### src/rtl/sdi_pkg.sv
package sdi_pkg;

   typedef enum logic [2:0] {
      ST_IDLE,
      ST_WAKE,
      ST_RESET,
      ST_IFCOND,
      ST_APPCMD,
      ST_OPCOND,
      ST_READOCR,
      ST_BLKLEN
   } sdi_step_e;

   typedef enum logic [1:0] {
      VD_NEXT,   // proceed on the main path
      VD_ALT,    // proceed on the alternate (first-generation) path
      VD_RETRY,  // repeat the initialization pair
      VD_FAIL    // abort the run
   } sdi_verdict_e;

   typedef enum logic [1:0] {
      TYPE_NONE = 2'd0,
      TYPE_V1   = 2'd1,
      TYPE_V2SC = 2'd2,
      TYPE_V2HC = 2'd3
   } sdi_type_e;

   typedef struct packed {
      logic        dummy;
      logic [5:0]  idx;
      logic [31:0] arg;
      logic [7:0]  crc;
      logic        long_rsp;
   } sdi_req_t;

   localparam logic [5:0] IDX_SWRESET = 6'd0;
   localparam logic [5:0] IDX_IFCHECK = 6'd8;
   localparam logic [5:0] IDX_SETBLK  = 6'd16;
   localparam logic [5:0] IDX_OPINIT  = 6'd41;
   localparam logic [5:0] IDX_APPPRE  = 6'd55;
   localparam logic [5:0] IDX_RDCOND  = 6'd58;

   localparam logic [31:0] IFCHECK_ARG = 32'h0000_01AA;
   localparam logic [7:0]  CRC_SWRESET = 8'h95;
   localparam logic [7:0]  CRC_IFCHECK = 8'h87;
   localparam logic [7:0]  CRC_FILLER  = 8'hFF;

   localparam logic [7:0] RSP_IDLE_ONLY    = 8'h01;
   localparam logic [7:0] RSP_IDLE_ILLEGAL = 8'h05;
   localparam logic [7:0] RSP_READY        = 8'h00;

endpackage

### src/rtl/sdi_req_gen.sv
module sdi_req_gen
   import sdi_pkg::*;
#(
   parameter int BLOCK_BYTES = 512
) (
   input  sdi_step_e step,
   output sdi_req_t  req
);

   localparam logic [31:0] BLK_ARG = 32'(BLOCK_BYTES);

   always_comb begin
      req = '0;
      unique case (step)
         ST_WAKE: begin
            req.dummy = 1'b1;
         end
         ST_RESET: begin
            req.idx = IDX_SWRESET;
            req.crc = CRC_SWRESET;
         end
         ST_IFCOND: begin
            req.idx      = IDX_IFCHECK;
            req.arg      = IFCHECK_ARG;
            req.crc      = CRC_IFCHECK;
            req.long_rsp = 1'b1;
         end
         ST_APPCMD: begin
            req.idx = IDX_APPPRE;
            req.crc = CRC_FILLER;
         end
         ST_OPCOND: begin
            req.idx = IDX_OPINIT;
            req.crc = CRC_FILLER;
         end
         ST_READOCR: begin
            req.idx      = IDX_RDCOND;
            req.crc      = CRC_FILLER;
            req.long_rsp = 1'b1;
         end
         ST_BLKLEN: begin
            req.idx = IDX_SETBLK;
            req.arg = BLK_ARG;
            req.crc = CRC_FILLER;
         end
         default: req = '0;
      endcase
   end

endmodule

### src/rtl/sdi_verdict.sv
module sdi_verdict
   import sdi_pkg::*;
(
   input  sdi_step_e    step,
   input  logic [7:0]   r1,
   input  logic         nores,
   input  logic         last_try,
   output sdi_verdict_e verdict
);

   always_comb begin
      verdict = VD_FAIL;
      unique case (step)
         ST_WAKE:    verdict = VD_NEXT;
         ST_RESET:   verdict = (!nores && r1 == RSP_IDLE_ONLY) ? VD_NEXT : VD_FAIL;
         ST_IFCOND: begin
            if (nores)                        verdict = VD_FAIL;
            else if (r1 == RSP_IDLE_ONLY)     verdict = VD_NEXT;
            else if (r1 == RSP_IDLE_ILLEGAL)  verdict = VD_ALT;
            else                              verdict = VD_FAIL;
         end
         ST_APPCMD:  verdict = nores ? VD_FAIL : VD_NEXT;
         ST_OPCOND: begin
            if (nores)                  verdict = VD_FAIL;
            else if (r1 == RSP_READY)   verdict = VD_NEXT;
            else if (last_try)          verdict = VD_FAIL;
            else                        verdict = VD_RETRY;
         end
         ST_READOCR: verdict = nores ? VD_FAIL : VD_NEXT;
         ST_BLKLEN:  verdict = (!nores && r1 == RSP_READY) ? VD_NEXT : VD_FAIL;
         default:    verdict = VD_FAIL;
      endcase
   end

endmodule

### src/rtl/sdi_try_ctr.sv
module sdi_try_ctr #(
   parameter int MAX_TRIES = 5000
) (
   input  logic clk,
   input  logic rst_n,
   input  logic clear,
   input  logic bump,
   output logic last
);

   localparam int CW = (MAX_TRIES < 2) ? 1 : $clog2(MAX_TRIES);
   localparam logic [CW-1:0] LAST_VAL = CW'(MAX_TRIES - 1);

   logic [CW-1:0] count_q;

   always_ff @(posedge clk) begin
      if (!rst_n)     count_q <= '0;
      else if (clear) count_q <= '0;
      else if (bump)  count_q <= count_q + 1'b1;
   end

   assign last = (count_q == LAST_VAL);

endmodule

### src/rtl/sdi_init_seq.sv
module sdi_init_seq
   import sdi_pkg::*;
#(
   parameter int MAX_TRIES   = 5000,
   parameter int WAKE_BYTES  = 16,
   parameter int BLOCK_BYTES = 512,
   parameter int CCS_BIT     = 30
) (
   input  logic                                 clk,
   input  logic                                 rst_n,
   input  logic                                 start,
   output logic                                 busy,
   output logic                                 done,
   output logic                                 error,
   output logic [1:0]                           card_type,
   output logic                                 clk_fast,
   output logic                                 eng_req,
   output logic                                 eng_idle_clk,
   output logic [$clog2(WAKE_BYTES+1)-1:0]      eng_idle_bytes,
   output logic [5:0]                           eng_cmd,
   output logic [31:0]                          eng_arg,
   output logic [7:0]                           eng_crc,
   output logic                                 eng_long,
   input  logic                                 eng_ack,
   input  logic [7:0]                           eng_r1,
   input  logic                                 eng_nores,
   input  logic [31:0]                          eng_ocr
);

   localparam int WBW = $clog2(WAKE_BYTES + 1);

   generate
      if (MAX_TRIES < 1) begin : g_bad_tries
         $error("sdi_init_seq: MAX_TRIES must be at least 1");
      end
      if (WAKE_BYTES < 1) begin : g_bad_wake
         $error("sdi_init_seq: WAKE_BYTES must be at least 1");
      end
      if (BLOCK_BYTES < 1) begin : g_bad_blk
         $error("sdi_init_seq: BLOCK_BYTES must be at least 1");
      end
      if (CCS_BIT < 0 || CCS_BIT > 31) begin : g_bad_ccs
         $error("sdi_init_seq: CCS_BIT must lie within the 32-bit tail");
      end
   endgenerate

   sdi_step_e    step_q, step_nx;
   sdi_verdict_e vd;
   sdi_req_t     req;
   logic         v2_q, hc_q;
   logic         start_ok, bump, last_try;
   logic         unused_ocr_bits;

   assign busy     = (step_q != ST_IDLE);
   assign start_ok = (step_q == ST_IDLE) && start;
   assign bump     = eng_ack && (step_q == ST_OPCOND) && (vd == VD_RETRY);

   assign unused_ocr_bits = ^eng_ocr;

   sdi_req_gen #(.BLOCK_BYTES(BLOCK_BYTES)) u_req (
      .step (step_q),
      .req  (req)
   );

   sdi_verdict u_vd (
      .step     (step_q),
      .r1       (eng_r1),
      .nores    (eng_nores),
      .last_try (last_try),
      .verdict  (vd)
   );

   sdi_try_ctr #(.MAX_TRIES(MAX_TRIES)) u_try (
      .clk   (clk),
      .rst_n (rst_n),
      .clear (start_ok),
      .bump  (bump),
      .last  (last_try)
   );

   assign eng_req        = busy;
   assign eng_idle_clk   = req.dummy;
   assign eng_idle_bytes = req.dummy ? WBW'(WAKE_BYTES) : '0;
   assign eng_cmd        = req.idx;
   assign eng_arg        = req.arg;
   assign eng_crc        = req.crc;
   assign eng_long       = req.long_rsp;

   always_comb begin
      step_nx = ST_IDLE;
      unique case (step_q)
         ST_WAKE:    step_nx = ST_RESET;
         ST_RESET:   step_nx = ST_IFCOND;
         ST_IFCOND:  step_nx = ST_APPCMD;
         ST_APPCMD:  step_nx = ST_OPCOND;
         ST_OPCOND:  step_nx = (vd == VD_RETRY) ? ST_APPCMD
                              : (v2_q ? ST_READOCR : ST_BLKLEN);
         ST_READOCR: step_nx = ST_BLKLEN;
         default:    step_nx = ST_IDLE;
      endcase
   end

   always_ff @(posedge clk) begin
      if (!rst_n) begin
         step_q    <= ST_IDLE;
         done      <= 1'b0;
         error     <= 1'b0;
         card_type <= TYPE_NONE;
         clk_fast  <= 1'b0;
         v2_q      <= 1'b0;
         hc_q      <= 1'b0;
      end else if (start_ok) begin
         step_q    <= ST_WAKE;
         done      <= 1'b0;
         error     <= 1'b0;
         card_type <= TYPE_NONE;
         clk_fast  <= 1'b0;
         v2_q      <= 1'b0;
         hc_q      <= 1'b0;
      end else if (busy && eng_ack) begin
         if (vd == VD_FAIL) begin
            step_q    <= ST_IDLE;
            error     <= 1'b1;
            card_type <= TYPE_NONE;
         end else if (step_q == ST_BLKLEN) begin
            step_q    <= ST_IDLE;
            done      <= 1'b1;
            clk_fast  <= 1'b1;
            card_type <= !v2_q ? TYPE_V1 : (hc_q ? TYPE_V2HC : TYPE_V2SC);
         end else begin
            step_q <= step_nx;
            if (step_q == ST_IFCOND)  v2_q <= (vd == VD_NEXT);
            if (step_q == ST_READOCR) hc_q <= eng_ocr[CCS_BIT];
         end
      end
   end

endmodule

### config.mk
export PLATFORM = sky130hd
export DESIGN_NAME = sdi_init_seq
export DESIGN_NICKNAME = d
export VERILOG_FILES = /design/src/rtl/sdi_pkg.sv /design/src/rtl/sdi_req_gen.sv /design/src/rtl/sdi_verdict.sv /design/src/rtl/sdi_try_ctr.sv /design/src/rtl/sdi_init_seq.sv
export SDC_FILE = /design/constraint.sdc
export NUM_CORES = 1
export LEC_CHECK = 0
export BUFFER_PORTS_ARGS = -buffer_cell sky130_fd_sc_hd__buf_2
export CAP_MARGIN = 15
export CORE_ASPECT_RATIO = 1.25
export CORE_MARGIN = 2
export CORE_UTILIZATION = 40
export CTS_CLUSTER_SIZE = 12
export DETAILED_ROUTE_END_ITERATION = 8
export GPL_TIMING_DRIVEN = 0
export PLACE_DENSITY = 0.76
export SYNTH_ARGS = -nofsm -noshare
export SYNTH_HDL_FRONTEND = slang
export SYNTH_SLANG_ARGS = --single-unit
### constraint.sdc
create_clock -name clk -period 2.2 [get_ports clk]
set_clock_uncertainty 0.15 [all_clocks]
set_input_delay 0.33 -clock clk [delete_from_list [all_inputs] [get_ports clk]]
set_output_delay 0.33 -clock clk [all_outputs]
set_load 0.02 [all_outputs]
# Yosys cells after proc, flatten, opt, wreduce, memory -nomap -nowiden
# Index checks and enable logic that the tools add are counted.
[classes]
n_eq_ne = 12
n_reduce_logical = 22
n_mux = 27
bitwise = 3
addsub = 1
[ops]
columns = ["operator", "n"]
rows = [
  ["case mux 6 bit (5 select lines)", 1],
  ["two-way mux 2 bit", 12],
  ["case mux 8 bit (3 select lines)", 1],
  ["case mux 10 bit (2 select lines)", 1],
  ["case mux 3 bit (6 select lines)", 1],
  ["adder 13 x 1 -> 13 bit (second input constant)", 1],
  ["== test 13 bit (second input constant)", 1],
  ["== test 3 bit (second input constant)", 4],
  ["case mux 2 bit (6 select lines)", 1],
  ["== test 8 x 1 -> 1 bit (second input constant)", 1],
  ["== test 8 x 3 -> 1 bit (second input constant)", 1],
  ["zero test 8 bit", 1],
  ["AND reduction 4 bit", 2],
  ["two-way mux 1 bit", 7],
  ["== test 3 x 2 -> 1 bit (second input constant)", 2],
  ["logical AND 1 bit", 6],
  ["two-way mux 3 bit", 2],
  ["OR reduction 2 bit", 3],
  ["two-way mux 5 bit", 1],
  ["== test 2 bit (second input constant)", 2],
  ["AND reduction 2 bit", 2],
  ["nonzero test 2 bit", 2],
  ["OR reduction 4 bit", 1],
  ["== test 3 x 1 -> 1 bit (second input constant)", 1],
  ["other kinds (6)", 8],
]
[totals]
output_inout_bits = 60
in_bits = 45
regBits = 22
word_cells = 73

# Longest topological paths before layout
# Gate-level depths: netlist (run 1).
[logic_depth]
word_depth = 12
ltp_mapped = 7
depth_no_buf = 6

# Cells and area by module
# From an unflattened synthesis (run 1), not the netlist that was laid out.
[unflattened]
hier_cells = 204
area_unflattened_um2 = 1675.4
[modules_own_cells]
columns = ["mod", "seq_area_each_um2", "cells_each", "n_inst", "area_per_inst_um2"]
rows = [
  ["sdi_try_ctr", 260.2, 71, 1, 631.9],
  ["sdi_init_seq", 180.2, 64, 1, 548.0],
  ["sdi_req_gen", 0.0, 53, 1, 379.1],
  ["sdi_verdict", 0.0, 16, 1, 116.4],
]

# Worst setup path before layout (run 1)
# OpenSTA, ideal clock, no wires.
[synth_path]
path_kind = "register -> register"
from = "register u_try.count_q[0]"
to = "register u_try.count_q[6]"
path_buffers = 0
path_slack_ns = 0.207
stages_incl_launch_ff = 7
required_ns = 1.991
synth_period_minus_slack_ns = 1.993
arrival_ns = 1.784
setup_ns = 0.059
path_cell_list = "dfxtp_1 > ha_1 > and4_1 > a31oi_4 > nand3_2 > or4_1 > nand2_1"
[synth_via]
elab_chain_cells = 7
word_cells_on_any_way = 8
classes_between = "1 x add/sub; 2 x eq/ne; 4 x mux; 1 x reduce/logical"
[synth_rtl]
columns = ["element", "line_no", "text"]
rows = [
  ["from (decl)", "sdi_try_ctr.sv:14", "logic [CW-1:0] count_q;"],
  ["from (signal assigned)", "sdi_try_ctr.sv:19", "else if (bump) count_q <= count_q + 1'b1;"],
  ["== test 13 bit", "sdi_try_ctr.sv:22", "assign last = (count_q == LAST_VAL);"],
  ["two-way mux 1 bit", "sdi_verdict.sv:26", "else if (last_try) verdict = VD_FAIL;"],
  ["two-way mux 2 bit", "sdi_verdict.sv:25", "else if (r1 == RSP_READY) verdict = VD_NEXT;"],
  ["two-way mux 2 bit", "sdi_verdict.sv:24", "if (nores) verdict = VD_FAIL;"],
  ["case mux 2 bit (6 select lines)", "sdi_verdict.sv:13", "unique case (step)"],
  ["== test 2 bit", "sdi_init_seq.sv:56", "assign bump = eng_ack && (step_q == ST_OPCOND) && (vd == VD_RETRY);"],
  ["logical AND 1 bit", "sdi_init_seq.sv:56", ""],
]
# Several ways; a longest one is shown, not always the timed one.
# A chain may end at the register's enable or synchronous reset.

# Worst setup path after layout (run 1)
[layout_path]
from = "register u_try.count_q[0]"
to = "register step_q[1]"
[layout_via]
elab_chain_cells = 10
word_cells_on_any_way = 11
classes_between = "3 x eq/ne; 8 x mux"
[layout_rtl]
columns = ["element", "line_no", "text"]
rows = [
  ["== test 13 bit *", "sdi_try_ctr.sv:22", ""],
  ["two-way mux 1 bit *", "sdi_verdict.sv:26", ""],
  ["two-way mux 2 bit *", "sdi_verdict.sv:25", ""],
  ["two-way mux 2 bit *", "sdi_verdict.sv:24", ""],
  ["case mux 2 bit (6 select lines) *", "sdi_verdict.sv:13", ""],
  ["== test 2 bit", "sdi_init_seq.sv:96", "ST_OPCOND: step_nx = (vd == VD_RETRY) ? ST_APPCMD"],
  ["two-way mux 2 bit", "sdi_init_seq.sv:96", ""],
  ["case mux 3 bit (6 select lines)", "sdi_init_seq.sv:91", "unique case (step_q)"],
  ["two-way mux 3 bit", "sdi_init_seq.sv:125", "end else if (step_q == ST_BLKLEN) begin"],
  ["two-way mux 3 bit *", "sdi_init_seq.sv:121", "if (vd == VD_FAIL) begin"],
  ["to (signal assigned)", "sdi_init_seq.sv:131", "step_q <= step_nx;"],
  ["to (decl)", "sdi_init_seq.sv:47", "sdi_step_e step_q, step_nx;"],
]
# Mark *: on every way between the ends. The rest lies on a longest branch, timed or not.

==> results of run 1 <==
[what timing repair did]
item / 4_1_cts / 5_1_grt
setup endpoints to repair: 8 / 19
gates resized for setup: 1 / 11
buffers inserted: 0 / 10
pin swaps: 1 / 5
hold endpoints to repair: 0 / 0
[metrics by stage]
step	instance area, µm²	hold slack [ps]
final	2230	160
after floorplan	1790	285
after global placement	2080	292
after global routing	2230	172
after detailed placement	2080	302
after CTS	2120	161
[power by group through the flow]
stage | Combinational, mW | Clock, mW | Sequential [mW]
2_1_floorplan | 0.142 | 0 | 0.411
3_3_place_gp | 0.178 | 0 | 0.411
3_5_place_dp | 0.178 | 0 | 0.411
4_1_cts | 0.179 | 0.253 | 0.402
5_1_grt | 0.203 | 0.262 | 0.402
6_report | 0.187 | 0.245 | 0.402
[cells in the final DEF, fill, tap and decap left out, types with 2 or more instances in the layout]
cell / synthesis / layout
a21boi_0: 2 / 2
a21oi_1: 9 / 9
a31o_2: 2 / 2
a31oi_1: 2 / 2
a31oi_4: 2 / 2
and2_1: 3 / 3
and3_1: 6 / 6
buf_2: 2 / 45
buf_4: 41 / 51
clkbuf_1: 7 / 4
clkbuf_2: 0 / 3
clkbuf_8: 0 / 3
conb_1: 1 / 30
dfxtp_1: 22 / 22
inv_1: 5 / 5
mux2i_1: 3 / 3
nand2_1: 18 / 18
nand2b_1: 5 / 5
nand3_1: 9 / 8
nand3b_1: 2 / 2
nand4_1: 9 / 9
nor2_1: 15 / 14
nor2b_1: 2 / 2
nor3b_1: 2 / 2
o211ai_1: 3 / 3
o21ai_0: 7 / 7
o22ai_1: 3 / 3
or3_1: 3 / 3
or4_1: 2 / 2
xor2_1: 8 / 8
[worst min-delay path by stage]
stage / end / slack, ps / startpoint / depth (start not counted)
2_1_floorplan: hc_q$_SDFFE_PP0P_ / 280 / hc_q$_SDFFE_PP0P_ / 2
5_1_grt: hc_q$_SDFFE_PP0P_ / 170 / eng_ocr[30] / 3
6_report: hc_q$_SDFFE_PP0P_ / 160 / eng_ocr[30] / 3
4_1_cts: hc_q$_SDFFE_PP0P_ / 160 / eng_ocr[30] / 3
3_5_place_dp: hc_q$_SDFFE_PP0P_ / 300 / hc_q$_SDFFE_PP0P_ / 2
3_3_place_gp: hc_q$_SDFFE_PP0P_ / 290 / hc_q$_SDFFE_PP0P_ / 2
[layer usage]
metal | wire (µm) | up-vias | share of wire | global-route usage
met5 | 0 | - | 0 | 0
met4 | 136 | 0 | 0.036 | 0.0809
met3 | 276 | 13 | 0.073 | 0.0221
met2 | 1900 | 64 | 0.50 | 0.286
met1 | 1470 | 724 | 0.39 | 0.163
li1 | - | 845 | - | -
[tightest hold or removal path, cell delays in order]
cell     delay [ps]
buf_2            90
nand2_1          40
mux2i_1          50
[cells by family after synthesis]
| logic type | after synthesis | synth area share |
|---|---|---|
| DFF | 22 | 0.262 |
| adders and majority gates | 1 | 0.00743 |
| buffers and inverters | 55 | 0.216 |
| muxes | 3 | 0.0178 |
| xor gates and xnor gates | 9 | 0.0468 |
| other | 1 | 0.00223 |
| AOI/OAI and AO/OA | 35 | 0.158 |
| and+or+nand+nor | 86 | 0.290 |
[cell type report]
| cell class | instances | area (µm²) |
|---|---|---|
| buffer | 50 | 348 |
| tap | 56 | 70.1 |
| multi-input combinational | 164 | 1020 |
| clock buffer | 3 | 41.3 |
| inverter | 5 | 18.8 |
| sequential | 22 | 440 |
| fill | 368 | 1830 |
| timing repair buffer | 53 | 290 |
[state kept, by name (all words and copies together), names as in the netlist]
signal and count:
hc_q 1, step_q 3, u_try.count_q 13, v2_q 1, card_type 2, clk_fast 1
error 1
==> results.py, run 1 <==
metrics = {
    "timing": {
        "slew-limit-headroom": 0.637,
        "final.period_utilization": 0.978,
        "setup_tns_ps": 0,
        "period_needed_ps": 2150,
        "final-hold-violation-count": 0,
        "setup_viol": 0,
        "timing.fmax_mhz": 465,
        "finalMaxSlewViolations": 0,
        "fin_ws_ps": 48.9,
        "worstMarginPinSlew_ps": 538,
    },
    "yosys": {
        "synth_top_cells_by_area": "dfxtp_1, buf_4, xor2_1",
        "synthTopCellsByCount": "buf_4, dfxtp_1, nand2_1",
        "yosys_register_bits": 22,
        "synth.top_cell.area_share": 0.262,
        "synth.distinct_cells": 44,
        "synth_edf_count": 0,
        "yosysTopAreaCell": "dfxtp_1",
        "yosysSeqAreaShare": 0.262,
        "synth_cells": 212,
        "synth_most_common_cell": "buf_4",
        "netlist_area_um2": 1680,
        "ys.flop_type": "dfxtp_1",
        "synth.avg_cell_area_um2": 7.94,
        "async_flop_share": 0,
        "ys_warn_count": 0,
    },
    "setup_path": {
        "r2r-end": "step_q[1]$_SDFFE_PP0P_",
        "r2r_start": "u_try.count_q[0]$_SDFFE_PP0P_",
        "path_max_fanout": 8,
        "path_buf_inv": 1,
        "cp.depth": 7,
        "ff2ff_setup_slack_ps": 50,
        "worstSetupPathType": "reg -> reg",
        "crit_family": "compound AO/OA/AOI/OAI gates",
        "cp_cell_sequence": "ha_1, and4_2, a31o_2, a221oi_4, buf_4, nand4_1, a31oi_1",
        "cpPeakStageDelay_ps": 340,
        "worstSetupEndpointType": "flop",
        "cp.arrival_ps": 2170,
        "crit_end": "step_q[1]$_SDFFE_PP0P_",
        "cp_slowest_cell": "dfxtp_1",
        "setup.worst_path.start": "u_try.count_q[0]$_SDFFE_PP0P_",
        "reg2reg_depth": 7,
        "cp-start-kind": "flop",
        "critPathRequiredTime_ps": 2220,
    },
    "clock_tree": {
        "cts_tree": "built",
        "clockBufferDepth": 2,
        "clock_latency_ps": 260,
        "cts_buffers": 3,
        "clock-sinks": 22,
        "hold_buffers": 0,
        "clk_pin_slew_ps": 80,
        "clock-root-buffer": "clkbuf_8",
        "cts.htree.levels": 1,
    },
    "placement": {
        "port_buffers": 43,
        "place_congestion": 0.913,
        "place_ws_ps": -82.7,
        "placed_cells": 340,
        "hpwl_um": 3030,
    },
    "status": {
        "outcome": "complete, no violations",
    },
    "detailed_routing": {
        "finalWirelength_um": 3790,
        "dr.pass1.iters": 4,
        "via_per_inst": 4.66,
        "final_antenna_net_count": 0,
        "wl_per_cell_um": 10.7,
        "drcViolationCount": 0,
        "drt_iter0_drc": 80,
        "vias": 1646,
    },
    "grt": {
        "grt_pass1_wl_um": 5930,
        "track_usage": 0.158,
        "grt_pass1_vias": 1417,
        "grt_max_degree": 12,
        "overflow": 0,
        "antenna_found_initial": 0,
    },
    "pwr": {
        "p_sw_mw": 0.239,
        "power_frac_comb": 0.224,
        "fin_total_pwr_mw": 0.835,
        "p_leak_nw": 1.12,
        "ir_drop_uv": 192,
        "seq_power_share": 0.482,
        "clockPowerShare": 0.294,
        "internal-power_mw": 0.595,
        "netSwitchingFraction": 0.287,
        "power_density_nw_per_um2": 374,
    },
    "layout": {
        "nets": 345,
        "drive_above_1_share": 0.397,
        "syn_to_final_growth_pct": 32.6,
        "diodes": 0,
        "final_cell_count_no_fill": 353,
        "finish.utilization": 0.549,
    },
    "floorplanning": {
        "die_width_um": 62.0,
        "die_height_um": 76.5,
        "rows": 26,
        "io_pins": 105,
        "die_area_um2": 4750,
        "coreArea_um2": 4070,
        "initial_core_util": 0.414,
    },
    "worst_hold_path": {
        "hold_path_class": "in -> reg",
    },
    "flow_run": {
        "cap_violations": 0,
    },
}
Power figures use the tool's default switching activity.
==> inputs of run 2 (changes only) <==
--- a/config.mk
+++ b/config.mk
@@ -12,7 +12,6 @@
 export CORE_UTILIZATION = 40
 export CTS_CLUSTER_SIZE = 12
 export DETAILED_ROUTE_END_ITERATION = 8
-export GPL_TIMING_DRIVEN = 0
 export PLACE_DENSITY = 0.76
 export SYNTH_ARGS = -nofsm -noshare
 export SYNTH_HDL_FRONTEND = slang
==> constraint.sdc (replaced) <==
create_clock -name clk -period 2.57 [get_ports clk]
set_clock_uncertainty 0.15 [all_clocks]
set_input_delay 0.3855 -clock clk [delete_from_list [all_inputs] [get_ports clk]]
set_output_delay 0.3855 -clock clk [all_outputs]
set_load 0.02 [all_outputs]
==> run 2 against run 1 <==
Compared with the run above:
- combinational power decreased by 39%
- worst setup slack better by 350 ps
- sequential power is 14% lower
- sequential share of layout area grew 4.4 points
- die area unchanged
- global-route usage down 0.98 points
- first-iteration DRC count up 50%
- critical path depth fell by 1
- critical path type unchanged
==> results.py, run 2 (synthesis results as in run 1) <==
metrics = {
    "floorplanning": {
        "die_width_um": 62.0,
        "io_pins": 105,
        "rows": 26,
        "initial_core_util": 0.414,
        "coreArea_um2": 4070,
        "die_area_um2": 4750,
        "die_height_um": 76.5,
    },
    "grt": {
        "grt_pass1_vias": 1240,
        "antenna_found_initial": 0,
        "overflow": 0,
        "track_usage": 0.148,
        "grt_pass1_wl_um": 5440,
        "grt_max_degree": 17,
    },
    "layout": {
        "fill_cells": 401,
        "max_flop_register": "u_try.count_q",
        "syn_to_final_growth_pct": 8.48,
        "finish.utilization": 0.449,
        "layout_commonest_cell": "buf_2",
        "final_cell_count_no_fill": 299,
        "layout_common_cells": "buf_2, conb_1, dfxtp_1",
        "largest_reg_flops": 13,
        "final_area_um2": 1830,
        "top_regs": "u_try.count_q (13), step_q (3), card_type (2)",
        "diodes": 0,
        "nets": 290,
        "drive_above_1_share": 0.255,
    },
    "timing": {
        "fin_ws_ps": 395,
        "final.period_utilization": 0.846,
        "slew-limit-headroom": 0.602,
        "setup_viol": 0,
        "period_needed_ps": 2180,
        "rsz0062_at_grt": "false",
        "timing.fmax_mhz": 460,
        "worstMarginPinSlew_ps": 591,
        "final-hold-violation-count": 0,
        "hold_ws_ps": 210,
        "finalMaxSlewViolations": 0,
        "setup_tns_ps": 0,
    },
    "detailed_routing": {
        "wl_per_cell_um": 11.5,
        "finalWirelength_um": 3440,
        "final_antenna_net_count": 0,
        "via_per_inst": 4.87,
        "drcViolationCount": 0,
        "drt_iter0_drc": 120,
        "dr.pass1.iters": 4,
        "vias": 1457,
    },
    "clock_tree": {
        "cts.htree.levels": 1,
        "clockBufferDepth": 2,
        "clock_latency_ps": 260,
        "cts_buffers": 3,
        "post_cts.repair.setup_buffers": 0,
        "clock-sinks": 22,
        "cts_resized": 0,
        "hold_buffers": 0,
        "clk_pin_slew_ps": 80,
        "cts_tree": "built",
        "clock-root-buffer": "clkbuf_8",
    },
    "placement": {
        "hpwl_um": 2610,
        "placed_cells": 295,
        "place_ws_ps": 277,
        "postPlaceCellArea_um2": 1770,
        "port_buffers": 43,
        "place_congestion": 0.883,
    },
    "flow_run": {
        "cap_violations": 0,
    },
    "worst_hold_path": {
        "hold_depth": 3,
        "hold_path_class": "in -> reg",
    },
    "pwr": {
        "power_density_nw_per_um2": 389,
        "p_leak_nw": 0.851,
        "fin_total_pwr_mw": 0.710,
        "ir_drop_uv": 139,
    },
    "setup_path": {
        "cp-start-kind": "flop",
        "worstSetupPathType": "reg -> reg",
        "cp.arrival_ps": 2240,
        "worstSetupEndpointType": "flop",
        "reg2reg_depth": 6,
        "critPathRequiredTime_ps": 2630,
        "path_max_fanout": 10,
    },
    "status": {
        "outcome": "complete, no violations",
    },
}
==> run 2: changes by cell type in the layout (fill, tap and decap cells not counted), moves of 2 or more <==
| cell | change |
|---|---|
| buf_2 | -2 |
| buf_4 | -46 |
| clkbuf_1 | -4 |
| clkbuf_2 | -3 |
==> run 2: routing by layer <==
metal  track usage  part of all wire  vias up
li1              -                 -      735
met1         0.175              0.40      649
met2         0.241              0.50       62
met3        0.0221             0.057       11
met4        0.0851             0.037        0
met5             0                 0        -
==> run 2: worst paths after layout <==
path,slack (ps),endpoint,from
min reg2reg,310,clk_fast$_SDFFE_PP0P_,clk_fast$_SDFFE_PP0P_
max,390,u_try.count_q[6]$_SDFFE_PP0P_,u_try.count_q[0]$_SDFFE_PP0P_
max reg2reg,390,u_try.count_q[6]$_SDFFE_PP0P_,u_try.count_q[0]$_SDFFE_PP0P_
min,210,hc_q$_SDFFE_PP0P_,eng_ocr[30]
==> run 2: cell type report <==
class,instances,area (µm²),area share
multi-input combinational,164,988,0.541
sequential,22,440,0.241
timing repair buffer,48,253,0.138
tap,56,70.1,0.0384
clock buffer,4,55.1,0.0302
inverter,5,18.8,0.0103
==> run 2: worst max-delay path, stage by stage, from the launching register on <==
cell and delay, ps:
dfxtp_1 340, ha_1 250, and4_1 260, a31oi_4 350, nand3_2 210, or4_1 500, nand2_1 70
==> run 2: where the power goes <==
part           switching [mW]  leakage, nW  internal, mW
clock                   0.113       0.0288         0.137
sequential            0.00292        0.177         0.342
combinational          0.0885        0.645        0.0267
